### config.mk
export PLATFORM = sky130hd
export DESIGN_NAME = corr_peak_locator
export DESIGN_NICKNAME = d
export VERILOG_FILES = /design/src/rtl/corr_pk_pkg.sv /design/src/rtl/corr_pk_raster.sv /design/src/rtl/corr_pk_search.sv /design/src/rtl/corr_pk_judge.sv /design/src/rtl/corr_peak_locator.sv
export SDC_FILE = /design/constraint.sdc
export NUM_CORES = 1
export LEC_CHECK = 0
export ABC_AREA = 1
export BUFFER_PORTS_ARGS = -buffer_cell sky130_fd_sc_hd__clkbuf_2
export CAP_MARGIN = 40
export CORE_MARGIN = 2
export CORE_UTILIZATION = 40
export DETAILED_ROUTE_END_ITERATION = 7
export GPL_TIMING_DRIVEN = 0
export SLEW_MARGIN = 20
export SYNTH_ARGS = -nofsm -noshare
export SYNTH_HDL_FRONTEND = slang
export SYNTH_SLANG_ARGS = --single-unit
export TNS_END_PERCENT = 50
### constraint.sdc
create_clock -name clk -period 10.8 [get_ports clk]
set_clock_uncertainty 0.15 [all_clocks]
set_input_delay 2.7 -clock clk [delete_from_list [all_inputs] [get_ports clk]]
set_output_delay 2.7 -clock clk [all_outputs]
set_load 0.05 [all_outputs]
### src/rtl/corr_pk_pkg.sv
// Package: shared types for the correlation peak finder.
// Assumes: nothing beyond IEEE 1800-2017.
package corr_pk_pkg;

    // Raster tracker state: waiting for a frame, or inside one.
    typedef enum logic {
        TRK_IDLE = 1'b0,
        TRK_SCAN = 1'b1
    } trk_state_e;

    // Width of a coordinate counter for a dimension of n cells (at least 1 bit).
    function automatic int coord_width(input int n);
        return (n > 1) ? $clog2(n) : 1;
    endfunction

endpackage

### src/rtl/corr_pk_raster.sv
// Module: raster position tracker.
// Tells which cell each accepted sample occupies. It accepts a sample when
// valid is high and either start-of-frame is set or a frame is open. It also
// flags the final cell of the frame.
// Assumes: COLS and ROWS are at least 1; start-of-frame forces position (0,0).
module corr_pk_raster #(
    parameter int COLS  = 256,
    parameter int ROWS  = 256,
    parameter int COL_W = 8,
    parameter int ROW_W = 8
) (
    input  logic             clk,
    input  logic             rst_n,
    input  logic             smp_valid,
    input  logic             smp_sof,
    output logic             accept,
    output logic             is_last,
    output logic [COL_W-1:0] cur_col,
    output logic [ROW_W-1:0] cur_row
);
    import corr_pk_pkg::*;

    localparam logic [COL_W-1:0] LAST_COL = COL_W'(COLS - 1);
    localparam logic [ROW_W-1:0] LAST_ROW = ROW_W'(ROWS - 1);

    trk_state_e       state_q;
    logic [COL_W-1:0] col_q;
    logic [ROW_W-1:0] row_q;

    // Decide acceptance and the position of the current sample.
    always_comb begin
        accept  = smp_valid && (smp_sof || (state_q == TRK_SCAN));
        cur_col = smp_sof ? '0 : col_q;
        cur_row = smp_sof ? '0 : row_q;
        is_last = accept && (cur_col == LAST_COL) && (cur_row == LAST_ROW);
    end

    // Advance the raster position and open/close the frame.
    always_ff @(posedge clk) begin
        if (!rst_n) begin
            state_q <= TRK_IDLE;
            col_q   <= '0;
            row_q   <= '0;
        end else if (accept) begin
            if (is_last) begin
                state_q <= TRK_IDLE;
                col_q   <= '0;
                row_q   <= '0;
            end else begin
                state_q <= TRK_SCAN;
                if (cur_col == LAST_COL) begin
                    col_q <= '0;
                    row_q <= cur_row + 1'b1;
                end else begin
                    col_q <= cur_col + 1'b1;
                    row_q <= cur_row;
                end
            end
        end
    end

endmodule

### src/rtl/corr_pk_search.sv
// Module: running maximum and origin reference.
// Keeps the largest accepted sample and its coordinates. A sample must be
// strictly greater to displace the current best, so the first maximum in
// raster order wins. Start-of-frame seeds both the best value and the
// reference with the origin sample.
// Assumes: samples are unsigned; acceptance comes from the raster tracker.
module corr_pk_search #(
    parameter int DATA_W = 32,
    parameter int COL_W  = 8,
    parameter int ROW_W  = 8
) (
    input  logic              clk,
    input  logic              rst_n,
    input  logic              accept,
    input  logic              smp_sof,
    input  logic [DATA_W-1:0] smp_data,
    input  logic [COL_W-1:0]  cur_col,
    input  logic [ROW_W-1:0]  cur_row,
    output logic [DATA_W-1:0] nxt_val,
    output logic [COL_W-1:0]  nxt_col,
    output logic [ROW_W-1:0]  nxt_row,
    output logic [DATA_W-1:0] nxt_ref,
    output logic [DATA_W-1:0] ref_val
);
    logic [DATA_W-1:0] best_q;
    logic [COL_W-1:0]  bcol_q;
    logic [ROW_W-1:0]  brow_q;
    logic [DATA_W-1:0] ref_q;

    // Work out the best value and reference including this sample.
    always_comb begin
        nxt_val = best_q;
        nxt_col = bcol_q;
        nxt_row = brow_q;
        nxt_ref = ref_q;
        if (accept && smp_sof) begin
            nxt_val = smp_data;
            nxt_col = '0;
            nxt_row = '0;
            nxt_ref = smp_data;
        end else if (accept && (smp_data > best_q)) begin
            nxt_val = smp_data;
            nxt_col = cur_col;
            nxt_row = cur_row;
        end
    end

    // Hold the running best and reference.
    always_ff @(posedge clk) begin
        if (!rst_n) begin
            best_q <= '0;
            bcol_q <= '0;
            brow_q <= '0;
            ref_q  <= '0;
        end else begin
            best_q <= nxt_val;
            bcol_q <= nxt_col;
            brow_q <= nxt_row;
            ref_q  <= nxt_ref;
        end
    end

    assign ref_val = ref_q;

endmodule

### src/rtl/corr_pk_judge.sv
// Module: confidence judge.
// Tests peak >= (thr / 2^FRAC_W) * reference without a divider. It compares
// the peak shifted up by FRAC_W bits against thr times the reference, both at
// full product width.
// Assumes: FRAC_W <= THR_W; all operands unsigned.
module corr_pk_judge #(
    parameter int DATA_W = 32,
    parameter int THR_W  = 9,
    parameter int FRAC_W = 8
) (
    input  logic [DATA_W-1:0] peak,
    input  logic [DATA_W-1:0] origin,
    input  logic [THR_W-1:0]  thr,
    output logic              pass
);
    localparam int PROD_W = DATA_W + THR_W;

    logic [PROD_W-1:0] lhs;
    logic [PROD_W-1:0] rhs;

    // Scale the peak and the reference to a common fixed point and compare.
    always_comb begin
        lhs  = PROD_W'({peak, {FRAC_W{1'b0}}});
        rhs  = PROD_W'(origin) * PROD_W'(thr);
        pass = (lhs >= rhs);
    end

endmodule

### src/rtl/corr_peak_locator.sv
// Module: correlation surface peak finder (top).
// Scans one frame of squared-magnitude samples in raster order and reports
// the peak value, its column and row, and whether it reaches a programmable
// fraction of the origin sample. The result is registered on the last sample
// and strobed by done one cycle later.
// Assumes: samples arrive one per cycle when smp_valid is high.
module corr_peak_locator #(
    parameter int COLS   = 256,
    parameter int ROWS   = 256,
    parameter int DATA_W = 32,
    parameter int THR_W  = 9,
    parameter int FRAC_W = 8,
    parameter int COL_W  = corr_pk_pkg::coord_width(COLS),
    parameter int ROW_W  = corr_pk_pkg::coord_width(ROWS)
) (
    input  logic              clk,
    input  logic              rst_n,
    input  logic              smp_valid,
    input  logic              smp_sof,
    input  logic [DATA_W-1:0] smp_data,
    input  logic [THR_W-1:0]  thr_frac,
    output logic              done,
    output logic [DATA_W-1:0] pk_value,
    output logic [COL_W-1:0]  pk_col,
    output logic [ROW_W-1:0]  pk_row,
    output logic              pk_pass
);
    logic              accept;
    logic              is_last;
    logic [COL_W-1:0]  cur_col;
    logic [ROW_W-1:0]  cur_row;
    logic [DATA_W-1:0] nxt_val;
    logic [COL_W-1:0]  nxt_col;
    logic [ROW_W-1:0]  nxt_row;
    logic [DATA_W-1:0] nxt_ref;
    logic [DATA_W-1:0] ref_val;
    logic              judge_pass;

    corr_pk_raster #(
        .COLS (COLS),
        .ROWS (ROWS),
        .COL_W(COL_W),
        .ROW_W(ROW_W)
    ) u_raster (
        .clk      (clk),
        .rst_n    (rst_n),
        .smp_valid(smp_valid),
        .smp_sof  (smp_sof),
        .accept   (accept),
        .is_last  (is_last),
        .cur_col  (cur_col),
        .cur_row  (cur_row)
    );

    corr_pk_search #(
        .DATA_W(DATA_W),
        .COL_W (COL_W),
        .ROW_W (ROW_W)
    ) u_search (
        .clk     (clk),
        .rst_n   (rst_n),
        .accept  (accept),
        .smp_sof (smp_sof),
        .smp_data(smp_data),
        .cur_col (cur_col),
        .cur_row (cur_row),
        .nxt_val (nxt_val),
        .nxt_col (nxt_col),
        .nxt_row (nxt_row),
        .nxt_ref (nxt_ref),
        .ref_val (ref_val)
    );

    corr_pk_judge #(
        .DATA_W(DATA_W),
        .THR_W (THR_W),
        .FRAC_W(FRAC_W)
    ) u_judge (
        .peak  (nxt_val),
        .origin(nxt_ref),
        .thr   (thr_frac),
        .pass  (judge_pass)
    );

    // Capture the frame result on the last sample and strobe done.
    always_ff @(posedge clk) begin
        if (!rst_n) begin
            done     <= 1'b0;
            pk_value <= '0;
            pk_col   <= '0;
            pk_row   <= '0;
            pk_pass  <= 1'b0;
        end else begin
            done <= is_last;
            if (is_last) begin
                pk_value <= nxt_val;
                pk_col   <= nxt_col;
                pk_row   <= nxt_row;
                pk_pass  <= judge_pass;
            end
        end
    end

endmodule

# Yosys cells after proc, flatten, opt, wreduce, memory -nomap -nowiden
# Cells that the tools add are included.
totals:
  mem_count: 0
  output_inout_bits: 50
  latch_bits: 0
  ram_bits: 0
  wordCells: 39
  in_bits: 45
  rom_bits: 0
  regBits: 147
classes:
  shifts: 0
  muxes: 14
  eq_ne: 2
  n_lt_le_gt_ge: 2
  bitwise_logic: 0
  n_div: 0
  reduce_logical: 6
  addsub: 2
  multipliers: 1
ops:
  columns: ["op", "n"]
  rows:
  - ["$mux 32", 3]
  - ["$mux 8", 10]
  - ["$ge 40x41->1", 1]
  - ["$mul 32x9->41", 1]
  - ["$gt 32x32->1", 1]
  - ["$add 8x1->8 const B", 2]
  - ["$eq 8x8->1 const B", 2]
  - ["$logic_and 1x1->1", 5]
  - ["$logic_or 1x1->1", 1]
  - ["$mux 1", 1]

# Logic depth before layout (Yosys ltp)
depth:
  ltp_word: 6
  depth_mapped: 45
  ltp_nobuf: 43

# Cells and area by module
# A second synthesis with hierarchy kept.
unflattened:
  hier_cells: 2580
  area_unflattened_um2: 17660.7
modules_own_cells:
  columns: ["mod", "n_inst", "seq_area_each_um2", "area_per_inst_um2", "cells_per_inst"]
  rows:
  - ["corr_pk_judge", 1, 0.0, 10136.0, 1415]
  - ["corr_pk_search", 1, 1601.5, 4372.9, 674]
  - ["corr_peak_locator", 1, 1001.0, 2026.9, 314]
  - ["corr_pk_raster", 1, 340.3, 1124.8, 177]

# Least setup slack after synthesis
# OpenSTA, ideal clock, no wires.
synth_timing:
  kind: "input to register"
  start: "input port smp_sof"
  end: "register pk_pass"
  cell_stages: 44
  required_time_ns: 10.580
  n_path_buf: 2
  setup_time_ns: 0.070
  t_arrival_ns: 9.046
  slack_ns: 1.533
  path_cell_list: "inv_2 > nand2_1 > nand3_1 > buf_2 > inv_1 > clkbuf_1 > or2_2 > o21ai_1 > inv_1 > nand2_1 > fa_1 > fa_1 > inv_1 > fa_1 > inv_1 > fa_1 > inv_1 > ha_1 > [... 8 more ...] > xnor2_1 > ha_1 > nand2_1 > nor2_1 > nand4_1 > a21oi_1 > nor2_1 > nand2_1 > nand2_1 > nand2_1 > nand2_1 > nand2_1 > nand2_1 > nand2_1 > nand2_1 > nand2_1 > nand2_1 > a21oi_1"
synth_between:
  elab_chain_cells: 6
  elab_cells_between_ends: 15
synth_lines:
  columns: ["item", "line_no", "rtl"]
  rows:
  - ["from (decl)", "corr_peak_locator.sv:19", "input logic smp_sof,"]
  - ["$logic_or 1x1->1", "corr_pk_raster.sv:32", "accept = smp_valid && (smp_sof || (state_q == TRK_SCAN));"]
  - ["$logic_and 1x1->1", "corr_pk_raster.sv:32", null]
  - ["$logic_and 1x1->1, on equally long branches", "corr_pk_search.sv:36, corr_pk_search.sv:41", null]
  - ["$mux 32, on equally long branches", "corr_pk_search.sv:36, corr_pk_search.sv:41", null]
  - ["$mul 32x9->41 / $mux 32 (equally long branches)", "corr_pk_judge.sv:24, corr_pk_search.sv:36", null]
  - ["$ge 40x41->1", "corr_pk_judge.sv:25", "pass = (lhs >= rhs);"]
  - ["to (signal assigned)", "corr_peak_locator.sv:99", "pk_pass <= judge_pass;"]
  - ["to (decl)", "corr_peak_locator.sv:26", "output logic pk_pass"]
# Several ways; a longest one is shown, not always the timed one.
# A chain may end at the register's enable or synchronous reset.

# Worst setup path after layout
# Same ends and word-level chain as after synthesis.

==> flow_summary.ini <==
[clock_network]
h-tree-depth = 4
clock_path_buffers = 2
clock_latency_ns = 0.43
cts-root-buf = clkbuf_16
hold_buffers = 0
path_clk_slew_ns = 0.06
cts_buffers = 17
cts_tree = built
cts_sinks = 147

[drt]
viasPerCell = 5.05
drc = 0
drt_iter0_drc = 892
wl_um = 47100
ant_nets = 0
dr.pass1.iters = 5
wire_per_inst_um = 17.0
vias = 14000

[power_and_ir_drop]
powerDensity_nw_per_um2 = 184
ir_drop_mv = 0.111
finalPower_mw = 3.25
p_leak_nw = 9.27

[setup_path]
crit_top_cell = nand2_1
slowest_delay_ns = 0.55
critical_path.startpoint = smp_sof
r2r_slack_ns = 2.91
r2r-start = u_raster.state_q
critPathKind = primary input to flop
crit_slowest_cell = fa_1
worst_r2r_endpoint = pk_pass
worst_ep_arrival_time_ns = 10.43
crit_fanout = 10
worst_setup_path_endpoint = pk_pass
cp-start-kind = primary input
critical_path.endpoint_type = flop
worst_r2r_path_depth = 44
worstPathRequired_ns = 11.00

[timing]
tightest_slew_ns = 0.844
finalCritPeriodShare = 0.947
fin_hold_ws_ns = 0.315
fin_setup_tns_ns = 0
fmax_mhz = 97.7
rsz0062_at_grt = no
final-setup-viol-count = 0
setup_ws_ns = 0.569
slew_violations = 0
slew_headroom = 0.437
finalHoldViolCount = 0
min_period_ns = 10.23

[floorplanning]
placeableCoreArea_um2 = 38700
pin_count = 95
die_w_um = 202
die_h_um = 202
initial_utilization = 0.407
die_area_um2 = 41000
fp-row-count = 72

[yosys]
synthTopCellsByCount = inv_1 (387), nand2_1 (384), nor2_1 (376), fa_1 (211), dfxtp_1 (147)
synth_area_um2 = 15800
synth_top_area_cell = fa_1
post_synth.cell_area_avg_um2 = 7.48
ys_warn_count = 0
yosysSeqAreaShare = 0.187
syn_nets = 2490
synth_edf_count = 0
yosys-top-cells-area = fa_1 (27%), dfxtp_1 (19%), ha_1 (10%)
synthArstFlopShare = 0
synth_cell_types = 41
synth-seq-cells = 147
synth_cells = 2107
synthFlopType = dfxtp_1
synth.top_cell.area_share = 0.268
yosysMostFrequentCell = inv_1

[global_route]
track_usage = 0.236
grt_first_pass_wirelength_um = 75300
grt_max_degree = 17
grt_pass1_vias = 14000
grt_overflow = 0
antenna_found_initial = 0

[placement]
dpl.hpwl_um = 39700
post_dp_cell_area_um2 = 16900
gp_congestion = 0.884
io_buffer_count = 93
post-place-ws_ns = -0.748

[cells_and_area]
finalNetCount = 2616
multi_input_area_um2 = 11100
fin_area_um2 = 17700
antennaDiodeCount = 0
area_delta_synth_final_pct = 12.2
fillers = 3988
ff_latch_area_um2 = 2940
drive_above_1_share = 0.0966

[run]
maxCapViolCount = 0

[run_status]
status = completed

[worst_hold_path]
hp-class = flop to flop
worst max-delay path: cells and delay by family:
| family | cells | cell delay (ns) |
|---|---|---|
| xor+xnor | 1 | 0.13 |
| buf+inv | 11 | 1.69 |
| compound gates | 9 | 1.52 |
| simple gates | 18 | 1.72 |
| fa+ha+maj | 6 | 2.65 |
flip-flops by register name, indices dropped and copies added, names as in the netlist, 8 cells and up:
name              cells
u_search.brow_q       8
u_search.ref_val     32
u_raster.row_q        8
u_raster.col_q        8
pk_row                8
u_search.best_q      32
u_search.bcol_q       8
pk_value             32
pk_col                8
timing repair:
item | CTS | global route
gates resized for setup | 8 | 28
pin swaps | 0 | 1
setup endpoints to repair | 1 | 1
setup buffers | 0 | 4
per-stage QoR:
step | std cells | util
after global routing | 2764 | 0.456
after detailed placement | 2723 | 0.436
after CTS | 2755 | 0.453
after global placement | 2718 | 0.435
final | 2764 | 0.456
after floorplan | 2107 | -
layout by cell type (no fill, tap or decap), drive strengths merged, types with 30 or more instances in the layout:
| cell | netlist | routed |
|---|---|---|
| buf | 16 | 30 |
| ha | 127 | 127 |
| o21ai | 125 | 125 |
| inv | 390 | 390 |
| a21oi | 103 | 103 |
| dfxtp | 147 | 147 |
| clkbuf | 50 | 163 |
| nand3 | 31 | 31 |
| fa | 211 | 211 |
| nor2 | 380 | 380 |
| nand2 | 386 | 386 |
how the worst min path moves through the flow:
stage,start,to,slack (ns),depth (start not counted)
finish,u_raster.col_q[4],u_raster.col_q[4],0.32,2
global route,u_raster.col_q[4],u_raster.col_q[4],0.33,2
CTS,u_raster.col_q[4],u_raster.col_q[4],0.32,2
detailed placement,u_raster.col_q[4],u_raster.col_q[4],0.31,2
global placement,u_raster.col_q[0],u_raster.col_q[0],0.30,2
floorplan,u_raster.col_q[0],u_raster.col_q[0],0.30,2
power breakdown:
group          internal [mW]  switching (mW)  total (mW)
clock network          0.382           0.242       0.624
logic                  0.761            1.29        2.05
registers              0.569         0.00919       0.578
total                   1.71            1.54        3.25
metal layers:
layer | wire length [um] | GRT usage | vias up | share of wire
met4 | 677 | 0.0443 | 0 | 0.014
met2 | 22400 | 0.394 | 373 | 0.48
met5 | 0 | 0 | - | 0
li1 | - | - | 6672 | -
met3 | 2480 | 0.0268 | 41 | 0.053
met1 | 21500 | 0.331 | 6866 | 0.46
layout make-up:
class / count / share of cell area
flip-flops and latches: 147 / 0.167
well taps: 518 / 0.0367
clock buffers: 20 / 0.0264
plain buffers: 66 / 0.0172
repair buffers: 107 / 0.0316
inverters: 396 / 0.0843
multi-input cells: 1498 / 0.628
clock inverters: 12 / 0.00871
logic make-up after synthesis:
| group | after synthesis | share of synthesized area |
|---|---|---|
| AOI/OAI and AO/OA | 266 | 0.0907 |
| xor gates and xnor gates | 39 | 0.0217 |
| adders and majority gates | 338 | 0.369 |
| buffers and inverters | 462 | 0.113 |
| DFF | 147 | 0.187 |
| and+or+nand+nor | 855 | 0.219 |
(Power assumes the default switching activity.)
